[config.mk]
export PLATFORM = sky130hd
export DESIGN_NAME = rxaf_filter
export DESIGN_NICKNAME = d
export VERILOG_FILES = /design/src/rtl/rxaf_pkg.sv /design/src/rtl/rxaf_gap_timer.sv /design/src/rtl/rxaf_addr_cmp.sv /design/src/rtl/rxaf_filter.sv
export SDC_FILE = /design/constraint.sdc
export NUM_CORES = 1
export LEC_CHECK = 0
export ABC_AREA = 1
export BUFFER_PORTS_ARGS = -buffer_cell sky130_fd_sc_hd__buf_4
export CAP_MARGIN = 10
export CORE_UTILIZATION = 55
export DETAILED_ROUTE_END_ITERATION = 8
export GPL_TIMING_DRIVEN = 0
export PLACE_DENSITY = 0.85
export SLEW_MARGIN = 20
export SYNTH_ARGS = -nofsm -noshare
export SYNTH_HDL_FRONTEND = slang
export SYNTH_SLANG_ARGS = --single-unit
export TNS_END_PERCENT = 20
[constraint.sdc]
create_clock -name clk -period 2.6 [get_ports clk]
set_input_delay 0.52 -clock clk [delete_from_list [all_inputs] [get_ports clk]]
set_output_delay 0.52 -clock clk [all_outputs]
set_load 0.05 [all_outputs]
[src/rtl/rxaf_pkg.sv]
package rxaf_pkg;
  typedef enum logic [2:0] {
    ST_GAP,   // waiting for the inter-frame idle gap
    ST_HUNT,  // armed, looking for a preamble
    ST_PRE,   // inside the alternating preamble
    ST_ADDR,  // comparing destination address bits
    ST_PASS,  // frame accepted, passing bits on
    ST_DROP   // frame rejected, ignoring bits
  } rx_state_e;
endpackage

[src/rtl/rxaf_gap_timer.sv]
module rxaf_gap_timer #(
  parameter int IDLE_BITS = 96
) (
  input  logic clk,
  input  logic rst,
  input  logic in_gap,
  input  logic bit_stb,
  input  logic carrier,
  output logic gap_done
);
  localparam int CW = $clog2(IDLE_BITS + 1);

  logic [CW-1:0] idle_cnt;

  assign gap_done = in_gap && bit_stb && !carrier && (idle_cnt == CW'(IDLE_BITS - 1));

  // Counts consecutive idle bit times; the idle strobe that ends a frame counts as the first.
  always_ff @(posedge clk) begin
    if (rst) begin
      idle_cnt <= '0;
    end else if (bit_stb) begin
      if (carrier)        idle_cnt <= '0;
      else if (!in_gap)   idle_cnt <= CW'(1);
      else if (gap_done)  idle_cnt <= '0;
      else                idle_cnt <= idle_cnt + CW'(1);
    end
  end
endmodule

[src/rtl/rxaf_addr_cmp.sv]
module rxaf_addr_cmp #(
  parameter int ADDR_BITS = 48
) (
  input  logic                 clk,
  input  logic                 rst,
  input  logic                 active,
  input  logic                 step,
  input  logic                 bit_in,
  input  logic [ADDR_BITS-1:0] sta_addr,
  input  logic                 promisc,
  input  logic                 mcast_en,
  output logic                 hit,
  output logic                 miss
);
  localparam int IW = $clog2(ADDR_BITS);

  logic [IW-1:0] idx;
  logic          grp_q;
  logic          ones_q;
  logic          first_bit;
  logic          last_bit;
  logic          grp_now;
  logic          ones_now;

  assign first_bit = (idx == '0);
  assign last_bit  = (idx == IW'(ADDR_BITS - 1));
  assign grp_now   = first_bit ? bit_in : grp_q;
  assign ones_now  = (first_bit ? 1'b1 : ones_q) & bit_in;

  always_comb begin
    hit  = 1'b0;
    miss = 1'b0;
    if (step) begin
      if (promisc) begin
        hit = last_bit;
      end else if (grp_now) begin
        // a zero rules out broadcast; without multicast that settles it
        miss = !mcast_en && !bit_in;
        hit  = last_bit && (mcast_en || ones_now);
      end else begin
        miss = (bit_in != sta_addr[idx]);
        hit  = last_bit && !miss;
      end
    end
  end

  always_ff @(posedge clk) begin
    if (rst || !active) begin
      idx    <= '0;
      grp_q  <= 1'b0;
      ones_q <= 1'b1;
    end else if (step) begin
      idx    <= idx + IW'(1);
      grp_q  <= grp_now;
      ones_q <= ones_now;
    end
  end
endmodule

[src/rtl/rxaf_filter.sv]
module rxaf_filter #(
  parameter int ADDR_BITS = 48,
  parameter int IDLE_BITS = 96
) (
  input  logic                 clk,
  input  logic                 rst,
  input  logic                 carrier,
  input  logic                 bit_stb,
  input  logic                 bit_dat,
  input  logic [ADDR_BITS-1:0] sta_addr,
  input  logic                 promisc,
  input  logic                 mcast_en,
  output logic                 acc_pulse,
  output logic                 rej_pulse,
  output logic                 pass_gate
);
  import rxaf_pkg::*;

  rx_state_e state, st_n;
  logic      prev_bit;
  logic      alt_seen;
  logic      gap_done;
  logic      hit;
  logic      miss;
  logic      acc_n;
  logic      rej_n;
  logic      addr_step;

  assign addr_step = (state == ST_ADDR) && bit_stb && carrier;

  rxaf_gap_timer #(.IDLE_BITS(IDLE_BITS)) u_gap (
    .clk      (clk),
    .rst      (rst),
    .in_gap   (state == ST_GAP),
    .bit_stb  (bit_stb),
    .carrier  (carrier),
    .gap_done (gap_done)
  );

  rxaf_addr_cmp #(.ADDR_BITS(ADDR_BITS)) u_cmp (
    .clk      (clk),
    .rst      (rst),
    .active   (state == ST_ADDR),
    .step     (addr_step),
    .bit_in   (bit_dat),
    .sta_addr (sta_addr),
    .promisc  (promisc),
    .mcast_en (mcast_en),
    .hit      (hit),
    .miss     (miss)
  );

  always_comb begin
    st_n  = state;
    acc_n = 1'b0;
    rej_n = 1'b0;
    case (state)
      ST_GAP:  if (gap_done) st_n = ST_HUNT;
      ST_HUNT: if (bit_stb && carrier && bit_dat) st_n = ST_PRE;
      ST_PRE: begin
        if (bit_stb) begin
          if (!carrier) begin
            st_n = ST_GAP;
          end else if (bit_dat == prev_bit) begin
            if (!bit_dat)      st_n = ST_HUNT;  // alternation broken
            else if (alt_seen) st_n = ST_ADDR;  // two ones: delimiter end
          end
        end
      end
      ST_ADDR: begin
        if (bit_stb) begin
          if (!carrier) begin
            st_n = ST_GAP;
          end else if (hit) begin
            acc_n = 1'b1;
            st_n  = ST_PASS;
          end else if (miss) begin
            rej_n = 1'b1;
            st_n  = ST_DROP;
          end
        end
      end
      ST_PASS, ST_DROP: if (bit_stb && !carrier) st_n = ST_GAP;
      default: st_n = ST_GAP;
    endcase
  end

  always_ff @(posedge clk) begin
    if (rst) begin
      state     <= ST_GAP;
      prev_bit  <= 1'b0;
      alt_seen  <= 1'b0;
      acc_pulse <= 1'b0;
      rej_pulse <= 1'b0;
      pass_gate <= 1'b0;
    end else begin
      state     <= st_n;
      acc_pulse <= acc_n;
      rej_pulse <= rej_n;
      pass_gate <= (st_n == ST_PASS);
      if (bit_stb) prev_bit <= bit_dat;
      if (state != ST_PRE)
        alt_seen <= 1'b0;
      else if (bit_stb && carrier && (bit_dat != prev_bit))
        alt_seen <= 1'b1;
    end
  end
endmodule

======== Word-level counts from Yosys, hierarchy flattened ========
Cells that the tools add are included.
cells by class
  reductions and logical operators ........ 25
  bitwise logic cells ..................... 4
  add/sub/neg operators ................... 2
  equal/unequal tests ..................... 12
  multiplexer cells ....................... 28
  order comparisons ....................... 1
operators by type and width
  cell                                                   number
  two-way mux 3 bit                                      12
  two-way mux 7 bit                                      3
  case mux 3 bit (5 select lines)                        1
  logical AND 1 bit                                      12
  two-way mux 1 bit                                      11
  equality test 3 bit, second input constant             3
  adder 7 x 1 -> 7 bit, second input constant            1
  equality test 7 bit, second input constant             1
  < comparator 6 x 7 -> 1 bit, second input constant     1
  adder 6 x 1 -> 6 bit, second input constant            1
  binary-select mux 1 bit (select 6 bit)                 1
  equality test 3 x 2 -> 1 bit, second input constant    2
  equality test 6 bit, second input constant             1
  zero test 6 bit                                        1
  zero test 1 bit                                        5
  OR reduction 5 bit                                     1
  OR reduction 2 bit                                     2
  OR reduction 4 bit                                     1
  equality test 3 x 1 -> 1 bit, second input constant    1
  zero test 3 bit                                        1
  inequality test 3 x 2 -> 1 bit, second input constant  1
  NOT 1 bit                                              3
  logical OR 1 bit                                       2
  inequality test 1 bit                                  2
  2 further kinds                                        2
storage, ports and cells
  logic and storage cells ................. 82
  input port bits ......................... 55
  register bits ........................... 23
  output and inout bits ................... 3

======== Depth between registers and ports, before layout ========
Gate-level depths: netlist of run 1.
  depth after elaboration ................. 13
  gate-level depth with buffers ........... 21
  depth with buffers taken out ............ 20

======== Cells and area by module ========
A second synthesis of run 1 with hierarchy kept.
unflattened totals
  cell total of the unflattened synthesis .. 322
  area total of the unflattened synthesis .. 1,864.3 um2
modules (own cells, without submodules)
  module          seq. area each (um2)  instances  cells each  area each (um2)
  rxaf_addr_cmp   160.2                 1          199         1,031.0
  rxaf_filter     160.2                 1          70          451.7
  rxaf_gap_timer  140.1                 1          53          381.6

======== Worst setup path after synthesis of run 1 ========
Ideal clock, no wire load.
  kind .................................... reg2reg
  from .................................... register u_cmp.idx[0]
  to ...................................... register pass_gate
  setup slack ............................. 806 ps
  period minus slack after synthesis ...... 1,794 ps
  stages on the path, launching flop included .. 18
  data required time ...................... 2,488 ps
  setup time .............................. 112 ps
  data arrival time ....................... 1,683 ps
  buffers on the path ..................... 2
  cell sequence ........................... dfxtp_1 buf_6 inv_4 buf_6 ha_1 nand4_1 nand2_1 o21ai_0 inv_1 nor2_1 nor2_1 nand2_2 nand2_2 nand3_1 nand2_1 nand2_1 nand2_1 nor2_2
on the way
  word-level cells in the longest chain between the ends .. 13
  elaborated cells on any way between the ends .. 24
  those cells by class .................... 3 x eq/ne; 15 x mux; 1 x bitwise; 5 x reduce/logical
ends and longest elaborated chain
  element                                                                    line                                      text
  from (decl)                                                                rxaf_addr_cmp.sv:17                       logic [IW-1:0] idx;
  from (signal assigned)                                                     rxaf_addr_cmp.sv:53                       idx <= idx + IW'(1);
  binary-select mux 1 bit (select 6 bit) or zero test 6 bit (tied branches)  rxaf_addr_cmp.sv:41, rxaf_addr_cmp.sv:25
  two-way mux 1 bit, on equally long branches                                rxaf_addr_cmp.sv:41, rxaf_addr_cmp.sv:28
  inequality test 1 bit or bitwise AND 1 bit (tied branches)                 rxaf_addr_cmp.sv:41, rxaf_addr_cmp.sv:28
  zero test 1 bit or logical OR 1 bit (tied branches)                        rxaf_addr_cmp.sv:42, rxaf_addr_cmp.sv:39
  logical AND 1 bit, on equally long branches                                rxaf_addr_cmp.sv:42, rxaf_addr_cmp.sv:39
  two-way mux 1 bit                                                          rxaf_addr_cmp.sv:36                       end else if (grp_now) begin
  two-way mux 1 bit                                                          rxaf_addr_cmp.sv:34                       if (promisc) begin
  two-way mux 1 bit                                                          rxaf_addr_cmp.sv:33                       if (step) begin
  two-way mux 3 bit *                                                        rxaf_filter.sv:74                         end else if (hit) begin
  two-way mux 3 bit *                                                        rxaf_filter.sv:72                         if (!carrier) begin
  two-way mux 3 bit *                                                        rxaf_filter.sv:71                         if (bit_stb) begin
  case mux 3 bit (5 select lines) *                                          rxaf_filter.sv:57                         case (state)
  equality test 3 bit *                                                      rxaf_filter.sv:100                        pass_gate <= (st_n == ST_PASS);
  to (signal assigned)                                                       rxaf_filter.sv:100
  to (decl)                                                                  rxaf_filter.sv:15                         output logic pass_gate
Mark *: on every way between the ends. The rest lies on a longest branch, timed or not. The select of a mux whose other input is x is not followed.
A chain may end at the register's enable or synchronous reset.

======== Final worst setup path of run 1 ========
  from .................................... register u_cmp.idx[1]
  to ...................................... register pass_gate
The elaborated chain is that of the path after synthesis.

==> results.py, run 1 <==
metrics = {
    "status": {
        "status": "completed",
    },
    "global_routing": {
        "grt_max_degree": 14,
        "overflow": 0,
        "grt_pass1_wl_um": 7490,
        "first_global_vias": 1830,
        "gr-usage-all-layers_pct": 27.3,
        "antenna_found_initial": 0,
    },
    "place": {
        "placed_area_mm2": 0.00230,
        "portBuffers": 57,
        "place_hpwl_um": 3560,
        "gp_congestion": 0.866,
        "pre_cts_slack_ps": 485,
    },
    "sta": {
        "worst_slack_ps": 432,
        "tns_ps": 0,
        "tightestPinTransition_ps": 456,
        "fin_crit_sh_pct": 83.4,
        "timing.slew.headroom_pct": 69.6,
        "finClkSkew_ps": 6.47,
        "maxSlewViolCount": 0,
        "fmax_mhz": 461,
        "setup_violations": 0,
        "min_period_ps": 2170,
        "hold_viol_final": 0,
        "grt_setup_unrepaired": "false",
    },
    "clock_tree": {
        "cts_buffer_depth": 2,
        "tritoncts": "done",
        "cts-root-buf": "clkbuf_4",
        "post-cts-setup-buffers": 0,
        "clkLatencyLatePin_ps": 310,
        "cts_resized": 0,
        "ctsHoldBuffers": 0,
        "cts.clk_slew.worst_paths_ps": 130,
        "h-tree-depth": 1,
        "numCtsBuffers": 3,
        "cts_sinks": 23,
    },
    "setup_path": {
        "setup.worst_path.end_class": "flop",
        "cp-start-kind": "flop",
        "regToRegSetupSlack_ps": 430,
        "r2r_start": "u_cmp.idx[1]$_SDFFE_PP0P_",
        "reg2reg_to": "pass_gate$_SDFF_PP0_",
        "worst-r2r-cell-count": 15,
        "crit_type": "flop to flop",
        "worstPathArrival_ps": 2430,
        "required_ps": 2860,
        "cp-startpoint": "u_cmp.idx[1]$_SDFFE_PP0P_",
        "cp_max_fo": 10,
    },
    "worst_hold_path": {
        "hp-class": "flop to flop",
        "hold_path_end": "u_gap.idle_cnt[6]$_SDFFE_PP0P_",
        "holdPathStages": 2,
        "min_from": "u_gap.idle_cnt[6]$_SDFFE_PP0P_",
    },
    "layout": {
        "fin_nets": 431,
        "layout_commonest_cell": "nand2_1",
        "antennaDiodeCount": 0,
        "n_fill_cell": 282,
        "layout_common_cells": "nand2_1, buf_4, nor2_1",
        "drive_above_1_share_pct": 22.6,
        "design_area_mm2": 0.00232,
        "syn2layout_area_growth_pct": 28.2,
    },
    "logic_synthesis": {
        "syn_nets": 369,
        "yosysWarningCount": 0,
        "synthCells": 311,
        "netlist-cell-type-count": 31,
        "synth.avg_cell_area_um2": 5.83,
        "ys_seq_area_share_pct": 25.4,
        "ys_ff_latch": 23,
        "synth_area_mm2": 0.00181,
    },
    "power_and_ir_drop": {
        "powerDensity_mw_per_mm2": 279,
        "ir_worst_vdd_mv": 0.386,
        "leakagePower_nw": 1.16,
    },
    "floorplanning": {
        "rows": 20,
        "core_area_mm2": 0.00308,
        "die_area_mm2": 0.00353,
        "io_pins": 58,
        "start_util_pct": 58.9,
        "die_w_um": 59.4,
        "die_h_um": 59.4,
    },
    "routing": {
        "ant_nets": 0,
        "drc": 0,
        "vias": 2145,
        "detail_route.iter0.violations": 193,
        "first_pass_iters": 4,
        "post_drt_wl_per_cell_um": 10.6,
        "viasPerCell": 5.16,
        "wl_um": 4430,
    },
    "job": {
        "maxCapViolations": 0,
    },
}
flip-flops by register name, indices dropped and copies added (netlist names):
signal and flops:
state 3, u_cmp.idx 6, acc_pulse 1, pass_gate 1
prev_bit 1, u_cmp.ones_q 1, u_gap.idle_cnt 7, rej_pulse 1
u_cmp.grp_q 1, alt_seen 1
per-layer routing:
metal  wire [um]  global-route usage [%]  vias up
li1            -                       -     1117
met5           0                       0        -
met1        2000                    37.3      950
met2        2050                    45.6       74
met3         340                    3.93        4
met4          36                    5.44        0
synthesized netlist by cell type (all sizes together):
cell type  count  share of area, %
or4            1              0.41
a221oi         3               1.4
ha             3               2.1
clkinv         2              0.41
nand4          3               1.0
buf            8               3.7
o31ai          1              0.41
dfxtp         23                25
a21oi         21               5.8
nor2          43                10
nand3         29               8.3
clkbuf         1              0.21
o21ai         21               5.8
nor3b          1              0.41
a32oi          1              0.48
nand2         97                21
nor3           8               3.1
o211ai         2              0.83
xor2           1              0.48
inv           42               9.0
through the flow:
stage                     cells  hold slack [ps]  utilization, %  total power, mW
after detailed placement    412              463            74.6            0.488
after floorplan             311              445               -            0.413
after global routing        416              472            75.5            0.679
after CTS                   416              474            75.5            0.651
final                       416              481            75.5            0.647
after global placement      412              454            74.6            0.485
worst max-delay path, stage by stage (launching register included):
cell	delay (ps)
dfxtp_1	400
inv_2	110
buf_2	230
ha_1	180
nand4_1	160
o21ai_0	270
inv_1	120
nor2_1	110
nor2_1	50
nand2_2	70
nand2_2	70
nand2_1	80
nand2_1	50
nand2_1	50
nand2_1	70
nor2_2	100
report_power, final:
group	leakage, nW	total (mW)	internal, mW	switching (mW)
logic	0.957	0.123	0.0716	0.0518
clock network	0.0177	0.168	0.0575	0.110
registers	0.186	0.356	0.354	0.00192
cells by family (layout without fill, tap and decap cells):
| group | after synthesis | after routing | share of synthesized area [%] |
|---|---|---|---|
| buffers and inverters | 53 | 114 | 13.3 |
| AND/OR/NAND/NOR | 182 | 182 | 44.0 |
| adder cells (fa/ha/maj) | 3 | 3 | 2.07 |
| flip-flops | 23 | 23 | 25.4 |
| XOR/XNOR | 1 | 1 | 0.483 |
| AO/OA/AOI/OAI | 49 | 49 | 14.8 |
layout make-up:
| cell class | instances | area, um^2 | share of cell area (%) |
|---|---|---|---|
| buffer | 9 | 71.3 | 3.07 |
| clock buffer | 3 | 22.5 | 0.969 |
| clock inverter | 1 | 5.00 | 0.215 |
| inverter | 44 | 170 | 7.32 |
| multi-input combinational | 235 | 1110 | 47.8 |
| sequential | 23 | 460 | 19.8 |
| tap | 44 | 55.1 | 2.37 |
| timing repair buffer | 57 | 428 | 18.4 |
worst max path at each step:
stage | endpoint
after global routing | pass_gate$_SDFF_PP0_
after global placement | u_gap.idle_cnt[0]$_SDFFE_PP0P_
after floorplan | pass_gate$_SDFF_PP0_
after detailed placement | pass_gate$_SDFF_PP0_
after CTS | pass_gate$_SDFF_PP0_
final | pass_gate$_SDFF_PP0_
No activity file was read; power rests on OpenSTA's default activity.
==> run 2, diff against run 1 <==
Settings changed: CORE_UTILIZATION 55 to 51, PLACE_DENSITY 0.85 to 0.8.
Clock period 2.6 ns to 2.2 ns, I/O delays scaled along.
==> results.py, run 2 (same netlist as run 1, synthesis figures left out) <==
metrics = {
    "setup_path": {
        "required_ps": 2430,
        "cp-start-kind": "flop",
        "setup.worst_path.end_class": "flop",
        "r2r_start": "u_cmp.idx[0]$_SDFFE_PP0P_",
        "cp_max_fo": 8,
        "worstPathArrival_ps": 2290,
        "crit_type": "flop to flop",
        "cp-startpoint": "u_cmp.idx[0]$_SDFFE_PP0P_",
    },
    "floorplanning": {
        "io_pins": 58,
        "die_h_um": 61.6,
        "die_w_um": 61.6,
        "core_area_mm2": 0.00336,
        "start_util_pct": 53.9,
        "rows": 21,
        "die_area_mm2": 0.00380,
    },
    "worst_hold_path": {
        "min_from": "bit_stb",
        "hp-class": "primary input to flop",
    },
    "sta": {
        "fin_crit_sh_pct": 94.0,
        "tns_ps": 0,
        "setup_violations": 0,
        "worst_slack_ps": 131,
        "tightestPinTransition_ps": 480,
        "maxSlewViolCount": 0,
        "fmax_mhz": 483,
        "hold_viol_final": 0,
        "timing.slew.headroom_pct": 68.0,
        "min_period_ps": 2070,
        "finClkSkew_ps": 7.03,
    },
    "clock_tree": {
        "cts-root-buf": "clkbuf_4",
        "numCtsBuffers": 3,
        "h-tree-depth": 1,
        "cts_sinks": 23,
        "cts.clk_slew.worst_paths_ps": 130,
        "cts_buffer_depth": 2,
        "clkLatencyLatePin_ps": 310,
        "ctsHoldBuffers": 0,
        "tritoncts": "done",
    },
    "global_routing": {
        "gr-usage-all-layers_pct": 24.7,
        "overflow": 0,
        "grt_pass1_wl_um": 7130,
        "first_global_vias": 1709,
        "grt_max_degree": 14,
        "antenna_found_initial": 0,
    },
    "job": {
        "maxCapViolations": 0,
    },
    "layout": {
        "n_fill_cell": 304,
        "layout_commonest_cell": "nand2_1",
        "syn2layout_area_growth_pct": 36.6,
        "regMostFlops": "u_gap.idle_cnt",
        "antennaDiodeCount": 0,
        "layout_common_cells": "nand2_1, buf_4, nor2_1",
        "reg.largest.list": "u_gap.idle_cnt (7), u_cmp.idx (6), state (3)",
        "largest_reg_flops": 7,
        "design_area_mm2": 0.00248,
        "fin_nets": 439,
        "drive_above_1_share_pct": 27.9,
        "layout.cells.non_filler": 426,
    },
    "place": {
        "placed_area_mm2": 0.00230,
        "gp_congestion": 0.824,
        "portBuffers": 57,
        "pre_cts_slack_ps": 112,
        "place_hpwl_um": 3520,
        "dp_cells": 414,
    },
    "power_and_ir_drop": {
        "ir_worst_vdd_mv": 0.374,
        "powerDensity_mw_per_mm2": 310,
        "leakagePower_nw": 1.22,
        "p_total_mw": 0.767,
    },
    "routing": {
        "vias": 2106,
        "detail_route.iter0.violations": 136,
        "viasPerCell": 4.94,
        "ant_nets": 0,
        "first_pass_iters": 4,
        "wl_um": 4790,
        "post_drt_wl_per_cell_um": 11.2,
        "drc": 0,
    },
    "status": {
        "status": "completed",
    },
}
-- run 2: worst max-delay path, cell delays in order, from the launching register on --
cell	delay, ps
dfxtp_4	380
buf_8	130
inv_6	70
buf_8	120
ha_1	140
nand4_1	150
o21ai_1	190
inv_1	90
buf_4	140
nand2_2	90
nand2_2	80
nand2_4	90
nand3_2	80
nand2_2	60
nand2_2	50
nand2_2	70
nor2_2	40
-- run 2: layout make-up --
cell class | count | area (um^2) | share of cell area [%]
Multi-Input combinational cell | 235 | 1160 | 46.8
Timing Repair Buffer | 65 | 505 | 20.4
Sequential cell | 23 | 468 | 18.9
Inverter | 44 | 173 | 6.97
Buffer | 9 | 85.1 | 3.44
Tap cell | 46 | 57.6 | 2.32
Clock buffer | 3 | 22.5 | 0.910
Clock inverter | 1 | 5.00 | 0.202
-- run 2: repair_timing --
item | in CTS | in global routing
gates resized for setup | 0 | 25
buffers inserted | 0 | 7
endpoints found under the setup margin | 0 | 4
-- run 2: power by group --
group,switching (mW),total [mW],internal [mW]
clock network,0.127,0.195,0.0680
logic,0.0639,0.152,0.0880
registers,0.00255,0.420,0.418
total,0.193,0.767,0.574
-- run 2: path summary, 6_finish.rpt --
kind / end / slack [ps] / depth (start not counted)
max reg2reg: pass_gate$_SDFF_PP0_ / 130 / 16
max: pass_gate$_SDFF_PP0_ / 130 / 16
min: prev_bit$_SDFFE_PP0P_ / 410 / 3
min reg2reg: u_gap.idle_cnt[6]$_SDFFE_PP0P_ / 480 / 2
-- run 2: layer usage --
metal	up-vias	track usage (%)	routed length, um
met2	50	40.4	2240
met5	-	0	0
li1	1137	-	-
met4	0	3.49	36
met3	4	4.62	231
met1	915	34.6	2280
-- run 2: metrics by stage --
step | util, % | hold WS [ps]
after floorplan | - | 445
after global placement | 68.3 | 454
after detailed placement | 68.3 | 467
after CTS | 69.2 | 398
after global routing | 73.6 | 407
final | 73.6 | 411
